[src/rtl/pcseq_pkg.sv]
package pcseq_pkg;
   typedef enum logic [2:0] {
      SRC_INC,
      SRC_SKIP,
      SRC_PAGE,
      SRC_ABS,
      SRC_RET,
      SRC_VEC
   } pc_src_e;
endpackage

[src/rtl/pcseq_ctrl.sv]
module pcseq_ctrl
   import pcseq_pkg::*;
(
   input  logic    dummy_i,
   input  logic    irq_ack_i,
   input  logic    ret_i,
   input  logic    call_i,
   input  logic    jump_i,
   input  logic    pcl_wr_i,
   input  logic    skip_i,
   output pc_src_e src_o,
   output logic    push_o,
   output logic    push_inc_o,
   output logic    pop_o,
   output logic    xfer_o
);
   // R11 priority, R10 dummy-cycle gating
   always_comb begin
      src_o      = SRC_INC;
      push_o     = 1'b0;
      push_inc_o = 1'b0;
      pop_o      = 1'b0;
      if (!dummy_i) begin
         if (irq_ack_i) begin
            src_o  = SRC_VEC;
            push_o = 1'b1;
         end else if (ret_i) begin
            src_o = SRC_RET;
            pop_o = 1'b1;
         end else if (call_i) begin
            src_o      = SRC_ABS;
            push_o     = 1'b1;
            push_inc_o = 1'b1;
         end else if (jump_i) begin
            src_o = SRC_ABS;
         end else if (pcl_wr_i) begin
            src_o = SRC_PAGE;
         end else if (skip_i) begin
            src_o = SRC_SKIP;
         end
      end
      xfer_o = (src_o != SRC_INC);
   end

   always_comb begin
      assert_push_pop_excl_R6: assert (!(push_o && pop_o));
   end
endmodule

[src/rtl/pcseq_stack.sv]
module pcseq_stack #(
   parameter int W     = 10,
   parameter int DEPTH = 2
) (
   input  logic         clk,
   input  logic         rst_n,
   input  logic         push_i,
   input  logic         pop_i,
   input  logic [W-1:0] push_val_i,
   output logic [W-1:0] top_o,
   output logic         full_o
);
   localparam int CW = $clog2(DEPTH + 1);
   localparam logic [CW-1:0] FULL_CNT = CW'(DEPTH);

   logic [W-1:0]  slot [DEPTH];
   logic [CW-1:0] count_q;

   generate
      if (DEPTH < 1) begin : g_bad_depth
         $error("pcseq_stack: DEPTH must be at least 1");
      end
      for (genvar g = 0; g < DEPTH; g++) begin : g_slot
         always_ff @(posedge clk or negedge rst_n) begin
            if (!rst_n) begin
               slot[g] <= '0;
            end else if (push_i) begin
               if (g == 0) slot[g] <= push_val_i;
               else        slot[g] <= slot[(g == 0) ? 0 : g - 1];
            end else if (pop_i) begin
               if (g < DEPTH - 1) slot[g] <= slot[(g < DEPTH - 1) ? g + 1 : g];
            end
         end
      end
   endgenerate

   always_ff @(posedge clk or negedge rst_n) begin
      if (!rst_n)                          count_q <= '0;
      else if (push_i && count_q != FULL_CNT) count_q <= count_q + 1'b1;
      else if (pop_i && count_q != '0)     count_q <= count_q - 1'b1;
   end

   assign top_o  = slot[0];
   assign full_o = (count_q == FULL_CNT);

   assert_no_overflow_R8: assert property (@(posedge clk) disable iff (!rst_n)
      count_q <= FULL_CNT);
   assert_full_push_stays_R8: assert property (@(posedge clk) disable iff (!rst_n)
      (push_i && full_o) |=> full_o);
   assert_push_lands_top_R6: assert property (@(posedge clk) disable iff (!rst_n)
      push_i |=> top_o == $past(push_val_i));
   assert_no_underflow_R9: assert property (@(posedge clk) disable iff (!rst_n)
      (pop_i && count_q == '0) |=> count_q == '0);
endmodule

[src/rtl/pcseq_tbl_addr.sv]
module pcseq_tbl_addr #(
   parameter int PC_W   = 10,
   parameter int PAGE_W = 8
) (
   input  logic [PC_W-PAGE_W-1:0] page_i,
   input  logic [PAGE_W-1:0]      ptr_i,
   input  logic                   last_i,
   output logic [PC_W-1:0]        addr_o
);
   always_comb begin
      addr_o = last_i ? {{(PC_W-PAGE_W){1'b1}}, ptr_i} : {page_i, ptr_i};
   end

   always_comb begin
      assert_tbl_low_byte_R12: assert (addr_o[PAGE_W-1:0] == ptr_i);
   end
endmodule

[src/rtl/pc_sequencer.sv]
module pc_sequencer
   import pcseq_pkg::*;
#(
   parameter int PC_W      = 10,
   parameter int PAGE_W    = 8,
   parameter int STK_DEPTH = 2,
   parameter int VEC_EXT   = 4,
   parameter int VEC_TMR   = 8
) (
   input  logic            clk,
   input  logic            rst_n,
   input  logic            skip_i,
   input  logic            pcl_wr_i,
   input  logic [PAGE_W-1:0] pcl_data_i,
   input  logic            jump_i,
   input  logic            call_i,
   input  logic [PC_W-1:0] target_i,
   input  logic            ret_i,
   input  logic            irq_ack_i,
   input  logic            irq_src_i,
   input  logic [PAGE_W-1:0] tbl_ptr_i,
   input  logic            tbl_last_i,
   output logic [PC_W-1:0] fetch_addr_o,
   output logic [PC_W-1:0] tbl_addr_o,
   output logic            flush_o,
   output logic            stack_full_o
);
   localparam int HI_W = PC_W - PAGE_W;
   localparam logic [PC_W-1:0] VEXT = PC_W'(VEC_EXT);
   localparam logic [PC_W-1:0] VTMR = PC_W'(VEC_TMR);

   generate
      if (PC_W <= PAGE_W) begin : g_bad_width
         $error("pc_sequencer: PC_W must exceed PAGE_W");
      end
   endgenerate

   logic [PC_W-1:0] pc_q, pc_d, push_val, stk_top;
   logic            dummy_q;
   pc_src_e         src;
   logic            push, push_inc, pop, xfer;

   pcseq_ctrl ctrl_i (
      .dummy_i   (dummy_q),
      .irq_ack_i (irq_ack_i),
      .ret_i     (ret_i),
      .call_i    (call_i),
      .jump_i    (jump_i),
      .pcl_wr_i  (pcl_wr_i),
      .skip_i    (skip_i),
      .src_o     (src),
      .push_o    (push),
      .push_inc_o(push_inc),
      .pop_o     (pop),
      .xfer_o    (xfer)
   );

   assign push_val = push_inc ? pc_q + 1'b1 : pc_q;

   pcseq_stack #(.W(PC_W), .DEPTH(STK_DEPTH)) stack_i (
      .clk       (clk),
      .rst_n     (rst_n),
      .push_i    (push),
      .pop_i     (pop),
      .push_val_i(push_val),
      .top_o     (stk_top),
      .full_o    (stack_full_o)
   );

   always_comb begin
      unique case (src)
         SRC_SKIP: pc_d = pc_q + PC_W'(2);
         SRC_PAGE: pc_d = {pc_q[PC_W-1:PAGE_W], pcl_data_i};
         SRC_ABS:  pc_d = target_i;
         SRC_RET:  pc_d = stk_top;
         SRC_VEC:  pc_d = irq_src_i ? VTMR : VEXT;
         default:  pc_d = pc_q + 1'b1;
      endcase
   end

   always_ff @(posedge clk or negedge rst_n) begin
      if (!rst_n) begin
         pc_q    <= '0;
         dummy_q <= 1'b0;
      end else begin
         pc_q    <= pc_d;
         dummy_q <= xfer;
      end
   end

   pcseq_tbl_addr #(.PC_W(PC_W), .PAGE_W(PAGE_W)) tbl_i (
      .page_i (pc_q[PC_W-1:PAGE_W]),
      .ptr_i  (tbl_ptr_i),
      .last_i (tbl_last_i),
      .addr_o (tbl_addr_o)
   );

   assign fetch_addr_o = pc_q;
   assign flush_o      = dummy_q;

   assert_dummy_increments_R10: assert property (@(posedge clk) disable iff (!rst_n)
      flush_o |=> (fetch_addr_o == $past(fetch_addr_o) + 1'b1) && !flush_o);
   assert_jump_flushes_R10: assert property (@(posedge clk) disable iff (!rst_n)
      (jump_i && !flush_o) |=> flush_o);
   assert_skip_two_R3: assert property (@(posedge clk) disable iff (!rst_n)
      (skip_i && !flush_o && !irq_ack_i && !ret_i && !call_i && !jump_i && !pcl_wr_i)
      |=> fetch_addr_o == $past(fetch_addr_o) + PC_W'(2));
   assert_page_kept_R4: assert property (@(posedge clk) disable iff (!rst_n)
      (pcl_wr_i && !flush_o && !irq_ack_i && !ret_i && !call_i && !jump_i)
      |=> fetch_addr_o == {$past(fetch_addr_o[PC_W-1:PAGE_W]), $past(pcl_data_i)});
   assert_vector_R7: assert property (@(posedge clk) disable iff (!rst_n)
      (irq_ack_i && !flush_o) |=> (fetch_addr_o == VEXT || fetch_addr_o == VTMR));
   assert_idle_inc_R2: assert property (@(posedge clk) disable iff (!rst_n)
      (!flush_o && !irq_ack_i && !ret_i && !call_i && !jump_i && !pcl_wr_i && !skip_i)
      |=> fetch_addr_o == $past(fetch_addr_o) + 1'b1);
endmodule

[config.mk]
export PLATFORM = sky130hd
export DESIGN_NAME = pc_sequencer
export DESIGN_NICKNAME = d
export VERILOG_FILES = /design/src/rtl/pcseq_pkg.sv /design/src/rtl/pcseq_ctrl.sv /design/src/rtl/pcseq_stack.sv /design/src/rtl/pcseq_tbl_addr.sv /design/src/rtl/pc_sequencer.sv
export SDC_FILE = /design/constraint.sdc
export NUM_CORES = 1
export LEC_CHECK = 0
export BUFFER_PORTS_ARGS = -buffer_cell sky130_fd_sc_hd__buf_2
export CAP_MARGIN = 40
export CORE_UTILIZATION = 49
export CTS_CLUSTER_SIZE = 25
export DETAILED_ROUTE_END_ITERATION = 16
export GPL_TIMING_DRIVEN = 0
export PLACE_DENSITY = 0.76
export SETUP_SLACK_MARGIN = 0.4
export SLEW_MARGIN = 0
export SYNTH_ARGS = -nofsm -noshare
export SYNTH_HDL_FRONTEND = slang
export SYNTH_HIERARCHICAL = 1
export SYNTH_SLANG_ARGS = --single-unit
[constraint.sdc]
create_clock -name clk -period 1.9 [get_ports clk]
set_input_delay 0.19 -clock clk [delete_from_list [all_inputs] [get_ports clk]]
set_output_delay 0.19 -clock clk [all_outputs]
set_load 0.05 [all_outputs]
# Word level (Yosys, flattened, before mapping)
# Index checks and enable logic that the tools add are counted.
# Widths: inputs -> output; s select.
[op_classes]
addsub = 4
multipliers = 0
n_div = 0
n_lt_le_gt_ge = 0
eq_ne = 7
shift = 0
mux = 24
bitwise = 0
reduce_logical = 6
[ops]
columns = ["cell", "count"]
rows = [
  ["$pmux 10 s5", 1],
  ["$mux 10", 4],
  ["$mux 3", 6],
  ["$add 10x1->10 const B", 1],
  ["$add 10x2->10 const B", 1],
  ["$mux 1", 10],
  ["$eq 3x2->1 const B", 2],
  ["$eq 3x3->1 const B", 2],
  ["$reduce_bool 2->1", 3],
  ["$mux 2", 2],
  ["$mux 4", 1],
  ["$eq 3x1->1 const B", 1],
  ["$reduce_bool 3->1", 1],
  ["$add 2x1->2 const B", 1],
  ["$eq 2x2->1 const B", 1],
  ["$logic_and 1x1->1", 2],
  ["$ne 2x2->1 const B", 1],
  ["$sub 2x1->2 const B", 1],
]
[totals]
register_bits = 33
latchBits = 0
mem_bits_rw = 0
rom_bits = 0
input_bits = 36
output_inout_bits = 22
word_cells = 47
memories = 0

# Longest topological paths before layout
# Gate-level depths: netlist of run 1.
[depth]
word_depth = 9
ltp_mapped = 10
mapped_depth_nobuf = 8

# Cells and area by module
# The synthesis of run 1 kept the hierarchy.
[by_module_without_submodules]
columns = ["mod", "n_inst", "cells_each", "area_each_um2", "seq_area_each_um2"]
rows = [
  ["pc_sequencer", 1, 182, 1312.5, 275.3],
  ["pcseq_stack", 1, 85, 1076.0, 550.5],
  ["pcseq_ctrl", 1, 15, 86.3, 0.0],
  ["pcseq_tbl_addr", 1, 10, 72.6, 0.0],
]

# Worst setup path before layout of run 1
# Ideal clock, no wire load.
[synth_timing]
kind = "reg2reg"
startpoint = "reg dummy_q (netlist: flush_o)"
endpoint = "reg pc_q[4] (netlist: fetch_addr_o[4])"
setup_time_ns = 0.128
t_arrival_ns = 1.923
t_required_ns = 1.772
path_slack_ns = -0.150
stages_incl_launch_ff = 8
path_buffers = 1
synth_period_minus_slack_ns = 2.050
path_cell_list = "dfrtp_1 > nor4_1 > buf_2 > nand2b_1 > a2bb2oi_1 > o22a_1 > a311oi_1 > nor3_1"
[synth_via]
elab_chain_cells = 3
word_cells_on_any_way = 7
cone_classes = "5 x eq/ne; 2 x mux"
[synth_lines]
columns = ["element", "line", "rtl"]
rows = [
  ["start: declaration", "pc_sequencer.sv:39", "logic dummy_q;"],
  ["start signal: assignment", "pc_sequencer.sv:87", "dummy_q <= xfer;"],
  ["$mux 3 (*)", "pcseq_ctrl.sv:23", "if (!dummy_i) begin"],
  ["net src[1]", "pc_sequencer.sv:40", "pc_src_e src;"],
  ["$eq 3x3->1 (tied with other cells)", "pc_sequencer.sv:71", "unique case (src)"],
  ["$pmux 10 s5 (*)", "pc_sequencer.sv:71", ""],
  ["net pc_d[4]", "pc_sequencer.sv:38", "logic [PC_W-1:0] pc_q, pc_d, push_val, stk_top;"],
  ["end signal: assignment", "pc_sequencer.sv:86", "pc_q <= pc_d;"],
  ["end: declaration", "pc_sequencer.sv:38", ""],
]
# The timed path passes the listed nets; every way through them passes the cells marked *.
# A chain may end at the register's enable or synchronous reset.

# Final worst setup path of run 1
# Ends and elaborated chain as after synthesis.

==> results.txt, run 1 <==
Clock edge transition at the registers on the reported setup and hold paths -> 0.08 ns
CP Depth -> 7
Required time of the critical path -> 2.07 ns
RSZ-0062 raised after global routing -> true
Fin Setup TNS -> 0 ns
Rows -> 25
Yosys reg bits -> 33
Fmax achieved -> 0.5807 GHz
Net Sw Frac -> 45.72%
DRC -> 0
CP peak stage delay -> 0.44 ns
Crit-path max FO -> 5
DR iter-0 viols -> 181
DR vias -> 2398
Main area contributors after synthesis -> dfrtp_1, buf_4, mux2i_1, mux2_4, xnor2_1
Hold Crit Class -> in2async
Mean post-synth cell area -> 8.724 sq um
Number of global-route vias before repair -> 2180
Area growth from synthesis to layout -> 32.86%
Sequential share of power -> 27.4%
Post-synth top cells -> dfrtp_1, nand2_1, nor2_1
Post-synth top area share -> 32.42%
Drt via density -> 5.513
Lkg Pwr -> 1.597 nW
GP Congestion -> 0.8880
Worst setup EP type -> flip-flop
Largest net degree at the start of global routing -> 34
Worst hold slack -> -0.03587 ns
Share of layout cells above drive strength 1 -> 46.20%
Clk Latency, worst-skew pair -> 0.30 ns
Sequential area share after synthesis -> 32.42%
Nets@finish -> 405
Setup skew after layout -> 0.007651 ns
Starting Density -> 52.54%
WP data arrival -> 1.89 ns
Psw -> 2.160 mW
Main flop type after synthesis -> dfrtp_1
Total track usage -> 25.22%
Worst-path cell chain -> nor4_2 -> buf_4 -> nand2b_4 -> a2bb2oi_2 -> o22a_1 -> a311oi_1 -> nor3_1
Post-Synth Adder-Cell Area -> 0.9823%
Post-synthesis simple-gate area fraction -> 17.98%
Full die area -> 5492 sq um
Placed inst area -> 2922 sq um
Synth unique cells -> 52
Die height -> 74.11 um
Post-layout minimum cycle time -> 1.722 ns
Max_cap viols -> 0
Register area -> 835.8 sq um
Kind of cell adding the most delay to the critical path -> compound AO/OA/AOI/OAI gates
Detail Placement HPWL -> 4.319 mm
Antenna-violating nets left -> 0
Critical Path Source Type -> flip-flop
Ys async rst share -> 100.0%
Cell taking the most area after synthesis -> dfrtp_1
Max VDD drop -> 841.7 uV
Overflow after GRT -> 0
Syn nets -> 330
Mapped Area -> 2547 sq um
Die width -> 74.11 um
Post-route cell area -> 3385 sq um
Multi-input gate area -> 1544 sq um
Worst Reg-to-Reg Cells -> 7
Drt total wl -> 6.909 mm
CTS tree -> built
Synth Area in Compound Gates -> 15.96%
Final Hold Fails -> 33
H-tree levels -> 2
Failing checks -> hold timing
Antenna violations before repair -> 0
Worst Setup Path Type -> reg2reg
Multiplexer area fraction after synthesis -> 11.20%
Outcome -> finished with violations
Clk sinks -> 33
Fillcell total -> 366
Worst Tran Pin Value -> 0.7622 ns
Core area -> 4848 sq um
XOR/XNOR Fraction of Synth Area -> 7.220%
Top-count cell post-synth -> dfrtp_1
Combinational family with the most area after synthesis -> simple AND/OR/NAND/NOR gates
Synth Instances -> 292
Period utilization -> 90.63%
CTS Hold Buffers Added -> 0
Number of flops mapped to enable cells by yosys -> 0
Final setup viols -> 0
I/O pin total -> 58
Clock power frac -> 11.5%
Yosys warnings -> 6
Number of buffers and inverters on the critical path -> 1
Detailed-route wire length per cell -> 15.88 um
Slowest-stage cell, CP -> dfrtp_2
First-pass GRT wire length -> 10.45 mm
CTS Root Cell -> clkbuf_8
Max Transition Viols Final -> 0
CTS buffer count -> 5
Initial DRT Pass Iterations -> 5
PD cells -> 1396 nW/um^2
Internal -> 2.565 mW
Slew HR -> 49.19%
Bufs on Longest Clock Path -> 2
Comb power frac -> 61.1%
Ant diodes -> 0
Port bufs -> 49
[cell usage in the layout (no fill, tap or decap), types with 3 or more instances in the layout]
cell type,n
o21ai_1,8
clkbuf_8,6
a21oi_1,14
mux2_4,10
nand3_1,4
nor3_1,4
inv_1,17
dfrtp_1,25
xnor2_1,11
buf_4,35
buf_6,10
nand2b_1,7
dfrtp_2,8
o22ai_1,4
a21o_1,4
nand2_1,24
buf_2,54
a32oi_1,3
nor2_2,4
nor2b_1,4
clkbuf_2,4
o21ai_0,9
nor2_1,17
xor2_1,9
a21oi_2,3
a22oi_1,4
mux2i_1,11
[repair_timing]
item | CTS | global route
pin swaps | 6 | 12
endpoints found under the setup margin | 18 | 29
gates resized for setup | 23 | 30
gates cloned | 1 | 2
setup buffers | 14 | 2
[metrics by stage]
step	setup slack [ns]	utilization (%)	hold WS, ns	power [mW]	instances
after floorplan	0.1371	-	-0.1056	3.252	292
after global placement	0.06025	60.26	0.3081	3.730	408
after detailed placement	0.06253	60.26	0.3166	3.773	408
after CTS	0.2136	66.48	0.002826	4.525	431
after global routing	0.1047	69.81	0.04375	4.975	435
final	0.1780	69.81	-0.03587	4.725	435
[path summary, 6_finish.rpt]
path / slack [ns] / start / to
setup / recovery: 0.18 / flush_o / fetch_addr_o[4]
hold / removal: -0.04 / rst_n / fetch_addr_o[2]
setup reg to reg: 0.18 / flush_o / fetch_addr_o[4]
hold reg to reg: 0.51 / stack_i/slot[0] / stack_i/slot[0]
max in group asynchronous: 1.41 / rst_n / fetch_addr_o[1]
min in group clk: 0.18 / target_i[1] / fetch_addr_o[1]
[flip-flops by register name, summed over array words and instances, names as in the netlist]
name             cells
stack_i/slot        10
stack_i/count_q      2
flush_o              1
fetch_addr_o        10
stack_i/top_o       10
[routing by layer]
| layer | GRT usage, % | wire length [um] | vias to the layer above | share of wire [%] |
|---|---|---|---|---|
| met5 | 0 | 0 | - | 0 |
| met4 | 7.265 | 99 | 0 | 1.4 |
| met3 | 3.659 | 495 | 14 | 7.2 |
| met2 | 40.71 | 3234 | 119 | 47 |
| met1 | 35.21 | 3079 | 1134 | 45 |
| li1 | - | - | 1131 | - |
[power groups by stage]
| stage | clock, mW | combinational [mW] | sequential [mW] |
|---|---|---|---|
| 2_1_floorplan | 0 | 1.62 | 1.63 |
| 6_report | 0.543 | 2.89 | 1.29 |
| 3_5_place_dp | 0 | 2.46 | 1.31 |
| 3_3_place_gp | 0 | 2.43 | 1.30 |
| 5_1_grt | 0.568 | 3.07 | 1.34 |
| 4_1_cts | 0.538 | 2.70 | 1.29 |
[cell families after synthesis]
family                     count (synthesis)
xor gates and xnor gates                  21
muxes                                     24
buffers and inverters                     59
adders and majority gates                  2
AOI/OAI and AO/OA                         65
and+or+nand+nor                           88
DFF                                       33
[layout make-up]
class / instances / share of cell area, %
well taps: 67 / 2.477
multi-input cells: 200 / 45.62
repair buffers: 68 / 12.35
inverters: 17 / 1.885
plain buffers: 42 / 10.54
flip-flops and latches: 33 / 24.69
clock buffers: 6 / 2.144
clock inverters: 2 / 0.2957
(Power assumes the default switching activity.)
==> run 2: changes to the inputs <==
--- a/config.mk
+++ b/config.mk
@@ -10,7 +10,7 @@
 export CORE_UTILIZATION = 49
 export CTS_CLUSTER_SIZE = 25
 export DETAILED_ROUTE_END_ITERATION = 16
-export GPL_TIMING_DRIVEN = 0
+export GPL_TIMING_DRIVEN = 1
 export PLACE_DENSITY = 0.76
 export SETUP_SLACK_MARGIN = 0.4
 export SLEW_MARGIN = 0
==> run 2 against run 1 <==
Against the previous run:
- the flow still finishes with violations (hold timing)
- non-clock buffer count shrank 25
- final area shrank 3.0%
- first-iteration DRC count grew 3.9%
- sequential cell count is the same
- via count shrank 3.4%
- clock power grew 29%
- clock skew grew 0.0035 ns
- critical path depth grew 1
- hold slack gained 0.017 ns
- die area is the same
- sequential power grew 15%
- worst setup slack lost 0.021 ns
- highest routed layer unchanged
==> results.txt, run 2 (synthesis gave the netlist of run 1 again) <==
DRC -> 0
Met3 WL -> 412 um
Multi-input gate area -> 1550 sq um
Worst setup EP type -> flip-flop
Period utilization -> 91.75%
Worst Setup Path Type -> reg2reg
Outcome -> finished with violations
Placed inst area -> 2716 sq um
Post-route cell area -> 3282 sq um
Fillcell total -> 361
H-tree levels -> 2
DR vias -> 2317
Clk Latency, worst-skew pair -> 0.30 ns
Most frequent cells in the layout -> buf_2, buf_4, dfrtp_1, nand2_1
Share of layout cells above drive strength 1 -> 42.27%
Die width -> 74.11 um
Core area -> 4848 sq um
Placed instance count -> 375
DR iter-0 viols -> 188
WP data arrival -> 1.92 ns
Detail Placement HPWL -> 3.885 mm
Area growth from synthesis to layout -> 28.83%
Max VDD drop -> 797.0 uV
Drt total wl -> 6.782 mm
Full die area -> 5492 sq um
Commonest non-fill, non-tap cell in the layout -> buf_2
Bufs on Longest Clock Path -> 2
CTS Root Cell -> clkbuf_8
Total track usage -> 24.13%
Register area -> 835.8 sq um
Setup skew after layout -> 0.01115 ns
Clock edge transition at the registers on the reported setup and hold paths -> 0.08 ns
Number of global-route vias before repair -> 2209
Nets@finish -> 380
Fmax achieved -> 0.5737 GHz
Fin Setup TNS -> 0 ns
Layout Utilization -> 67.69%
Max_cap viols -> 0
I/O pin total -> 58
Lkg Pwr -> 1.479 nW
Largest net degree at the start of global routing -> 34
CTS Hold Buffers Added -> 0
Failing checks -> hold timing
First-pass GRT wire length -> 10.01 mm
Starting Density -> 52.54%
PD cells -> 1416 nW/um^2
Slew HR -> 46.53%
Post-layout minimum cycle time -> 1.743 ns
Wl on met1 -> 2.793 mm
Port bufs -> 41
Worst Tran Pin Value -> 0.8021 ns
Clk sinks -> 33
Final Hold Fails -> 33
Metal2 WL -> 3.416 mm
Required time of the critical path -> 2.08 ns
Layout Cells excl Fill -> 410
DR top layer -> met4
Critical Path Source Type -> flip-flop
Max Transition Viols Final -> 0
Detailed-route wire length per cell -> 16.54 um
Drt via density -> 5.651
Hold Crit Class -> in2async
Total Power -> 4.647 mW
CTS tree -> built
Antenna-violating nets left -> 0
Worst hold slack -> -0.01897 ns
Rows -> 25
GP Congestion -> 0.8656
Overflow after GRT -> 0
CTS buffer count -> 5
RSZ-0062 raised after global routing -> true
Ant diodes -> 0
Die height -> 74.11 um
Crit-path max FO -> 5
Antenna violations before repair -> 0
Initial DRT Pass Iterations -> 6
Final setup viols -> 0
==> run 2: cell count changes in the layout (fill, tap and decap cells not counted), moves of 2 or more <==
cell and delta:
clkbuf_4 -2, clkbuf_2 -4, nand2_2 +2, clkinv_2 -2, o21ai_1 +2, nor3_2 +2, buf_2 -13, buf_4 -6
nor3_1 -2
==> run 2: power breakdown <==
group          total, mW  internal (mW)  leakage [nW]  switching [mW]
combinational       2.47           1.12          1.02            1.35
clock              0.702          0.428        0.0585           0.274
sequential          1.48           1.04         0.402           0.439
==> run 2: layout make-up <==
type	instances	share of cell area [%]
multi-input combinational	200	47.24
sequential	33	25.47
timing repair buffer	85	19.25
clock buffer	7	2.631
tap	67	2.554
inverter	17	1.944
clock inverter	1	0.9150
==> run 2: final timing paths <==
| check | depth (start not counted) | endpoint | slack, ns | from |
|---|---|---|---|---|
| max | 8 | stack_i/top_o[3] | 0.16 | flush_o |
| min | 1 | stack_i/top_o[3] | -0.02 | rst_n |
| max reg2reg | 8 | stack_i/top_o[3] | 0.16 | flush_o |
| min reg2reg | 1 | stack_i/slot[0] | 0.51 | stack_i/slot[0] |
| max in group asynchronous | 1 | fetch_addr_o[7] | 1.36 | rst_n |
| min in group clk | 3 | fetch_addr_o[1] | 0.17 | target_i[1] |
==> run 2: critical path: stages, from the launching register on <==
cell and delay [ns]:
dfrtp_2 0.46, buf_4 0.16, nor4b_4 0.35, buf_6 0.18
buf_4 0.11, nand3_1 0.09, xnor2_1 0.14, nand2_1 0.07
o21ai_0 0.07
==> run 2: through the flow <==
step | hold WS, ns | setup WS [ns]
2_1_floorplan | -0.1056 | 0.1371
3_3_place_gp | 0.2978 | 0.1354
3_5_place_dp | 0.3178 | 0.06463
4_1_cts | 0.003231 | 0.2216
5_1_grt | 0.03694 | 0.08233
6_report | -0.01897 | 0.1568
==> run 2: timing repair <==
item,in CTS,in global routing
pin swaps,8,13
endpoints found under the setup margin,16,32
setup buffers,15,9
resized for setup,27,22
cloned,1,2
==> run 2: metal layers <==
layer  up-vias  global-route usage (%)
li1       1080                       -
met1      1128                   29.79
met2        88                   41.82
met3        21                   5.149
met4         0                   8.120
met5         -                       0
==> run 3: changes to the inputs <==
--- a/config.mk
+++ b/config.mk
@@ -7,11 +7,12 @@
 export LEC_CHECK = 0
 export BUFFER_PORTS_ARGS = -buffer_cell sky130_fd_sc_hd__buf_2
 export CAP_MARGIN = 40
-export CORE_UTILIZATION = 49
+export CORE_MARGIN = 2
+export CORE_UTILIZATION = 59
 export CTS_CLUSTER_SIZE = 25
 export DETAILED_ROUTE_END_ITERATION = 16
 export GPL_TIMING_DRIVEN = 1
-export PLACE_DENSITY = 0.76
+export PLACE_DENSITY = 0.86
 export SETUP_SLACK_MARGIN = 0.4
 export SLEW_MARGIN = 0
 export SYNTH_ARGS = -nofsm -noshare
==> constraint.sdc (replaced) <==
create_clock -name clk -period 2.1 [get_ports clk]
set_input_delay 0.21 -clock clk [delete_from_list [all_inputs] [get_ports clk]]
set_output_delay 0.21 -clock clk [all_outputs]
set_load 0.05 [all_outputs]
==> run 3 against run 2 <==
Against the previous run:
- the flow still finishes with violations (hold timing)
- final area is 8.6% lower
- cell count shrank 7.6%
- clock power decreased by 33%
- critical endpoint is now fetch_addr_o[5]
- largest cell class unchanged
- largest power group unchanged
==> results.txt, run 3 (synthesis gave the netlist of run 1 again) <==
Period utilization -> 86.13%
DR vias -> 2297
Total track usage -> 25.53%
Detail Placement HPWL -> 3.851 mm
Slew HR -> 50.05%
Die height -> 69.71 um
Worst Reg-to-Reg Cells -> 9
Initial DRT Pass Iterations -> 5
Metal2 WL -> 3.347 mm
CTS Hold Buffers Added -> 0
Reg2Reg Setup Slack -> 0.29 ns
Overflow after GRT -> 0
Drt via density -> 6.061
Total Power -> 3.987 mW
H-tree levels -> 2
Setup skew after layout -> 0.005780 ns
Rows -> 23
Clk sinks -> 33
WP data arrival -> 2.04 ns
Largest net degree at the start of global routing -> 34
Worst Setup Path Type -> reg2reg
Port bufs -> 41
Outcome -> finished with violations
Layout Cells excl Fill -> 379
Detailed-route wire length per cell -> 17.80 um
Max Transition Viols Final -> 0
Most frequent cells in the layout -> buf_2, nand2_1, dfrtp_1, buf_4, nor2_1
CTS tree -> built
Antenna-violating nets left -> 0
Post-layout minimum cycle time -> 1.809 ns
Placed instance count -> 353
Post-route cell area -> 2999 sq um
First-pass GRT wire length -> 9.784 mm
Wl on met1 -> 2.576 mm
Placed inst area -> 2666 sq um
Area growth from synthesis to layout -> 17.73%
Crit path from -> flush_o
GP Congestion -> 0.8343
CTS buffer count -> 5
Final Hold Fails -> 29
Clk Latency, worst-skew pair -> 0.29 ns
Crit-path max FO -> 11
Hold Crit Class -> in2async
Nets@finish -> 366
Final Worst Setup Slack -> 0.2913 ns
Required time of the critical path -> 2.33 ns
Met3 WL -> 638 um
Worst Tran Pin Value -> 0.7493 ns
Failing checks -> hold timing
DR iter-0 viols -> 337
Fin Setup TNS -> 0 ns
Fmax achieved -> 0.5529 GHz
CTS Root Cell -> clkbuf_8
Worst R2R Start -> flush_o
Full die area -> 4859 sq um
RSZ-0062 raised after global routing -> true
Antenna violations before repair -> 0
PD cells -> 1329 nW/um^2
Number of global-route vias before repair -> 2040
R2R Path End -> fetch_addr_o[5]
Bufs on Longest Clock Path -> 2
Starting Density -> 62.34%
Max VDD drop -> 751.4 uV
DR top layer -> met4
Commonest non-fill, non-tap cell in the layout -> buf_2
Core area -> 4086 sq um
Ant diodes -> 0
Clock edge transition at the registers on the reported setup and hold paths -> 0.07 ns
Worst setup EP type -> flip-flop
I/O pin total -> 58
CP endpoint -> fetch_addr_o[5]
Critical Path Source Type -> flip-flop
Share of layout cells above drive strength 1 -> 36.47%
Drt total wl -> 6.746 mm
Final setup viols -> 0
Max_cap viols -> 0
Lkg Pwr -> 1.369 nW
Worst hold slack -> -0.01451 ns
DRC -> 0
Pre-CTS WS -> 0.2173 ns
Layout Utilization -> 73.39%
Die width -> 69.71 um
## run 3: cell types whose count changed in the layout (fill, tap and decap cells not counted), sizes merged
cell	previous run	this run
buf	84	70
clkbuf	8	7
clkinv	0	2
bufinv	1	0
## run 3: layer usage
| metal | GRT usage, % | vias up |
|---|---|---|
| li1 | - | 1048 |
| met1 | 32.93 | 1080 |
| met2 | 41.03 | 142 |
| met3 | 5.523 | 27 |
| met4 | 11.75 | 0 |
| met5 | 0 | - |
## run 3: layout make-up
cell class	count	area, sq um
multi-input cells	200	1476
inverters	17	63.81
clock buffers	6	72.57
repair buffers	71	478.0
fillers	260	1087
flip-flops and latches	33	835.8
well taps	50	62.56
clock inverters	2	10.01
## run 3: worst min path at each step
stage,to,start,slack [ns]
final,flush_o,rst_n,-0.01
after global routing,stack_i/slot[0],rst_n,0.07
after CTS,fetch_addr_o[9],rst_n,0.009
after detailed placement,fetch_addr_o[9],rst_n,0.31
after global placement,flush_o,rst_n,0.32
after floorplan,fetch_addr_o[0],rst_n,-0.09
## run 3: worst max-delay path, stage by stage, from the launching register on
cell and delay (ns):
dfrtp_2 0.38, buf_4 0.19, nor2_2 0.08, buf_6 0.14
buf_4 0.17, nor3b_2 0.25, buf_4 0.19, inv_1 0.05
a22oi_1 0.17, o22a_1 0.14
## run 3: timing repair
item	CTS	global route
cloned	1	1
pin swaps	2	3
setup buffers	4	12
resized for setup	7	14
setup endpoints to repair	8	11
## run 3: power by group
part           internal (mW)  switching [mW]  leakage (nW)
sequential             0.941           0.408         0.402
clock                  0.230           0.239        0.0450
combinational          0.925            1.24         0.922
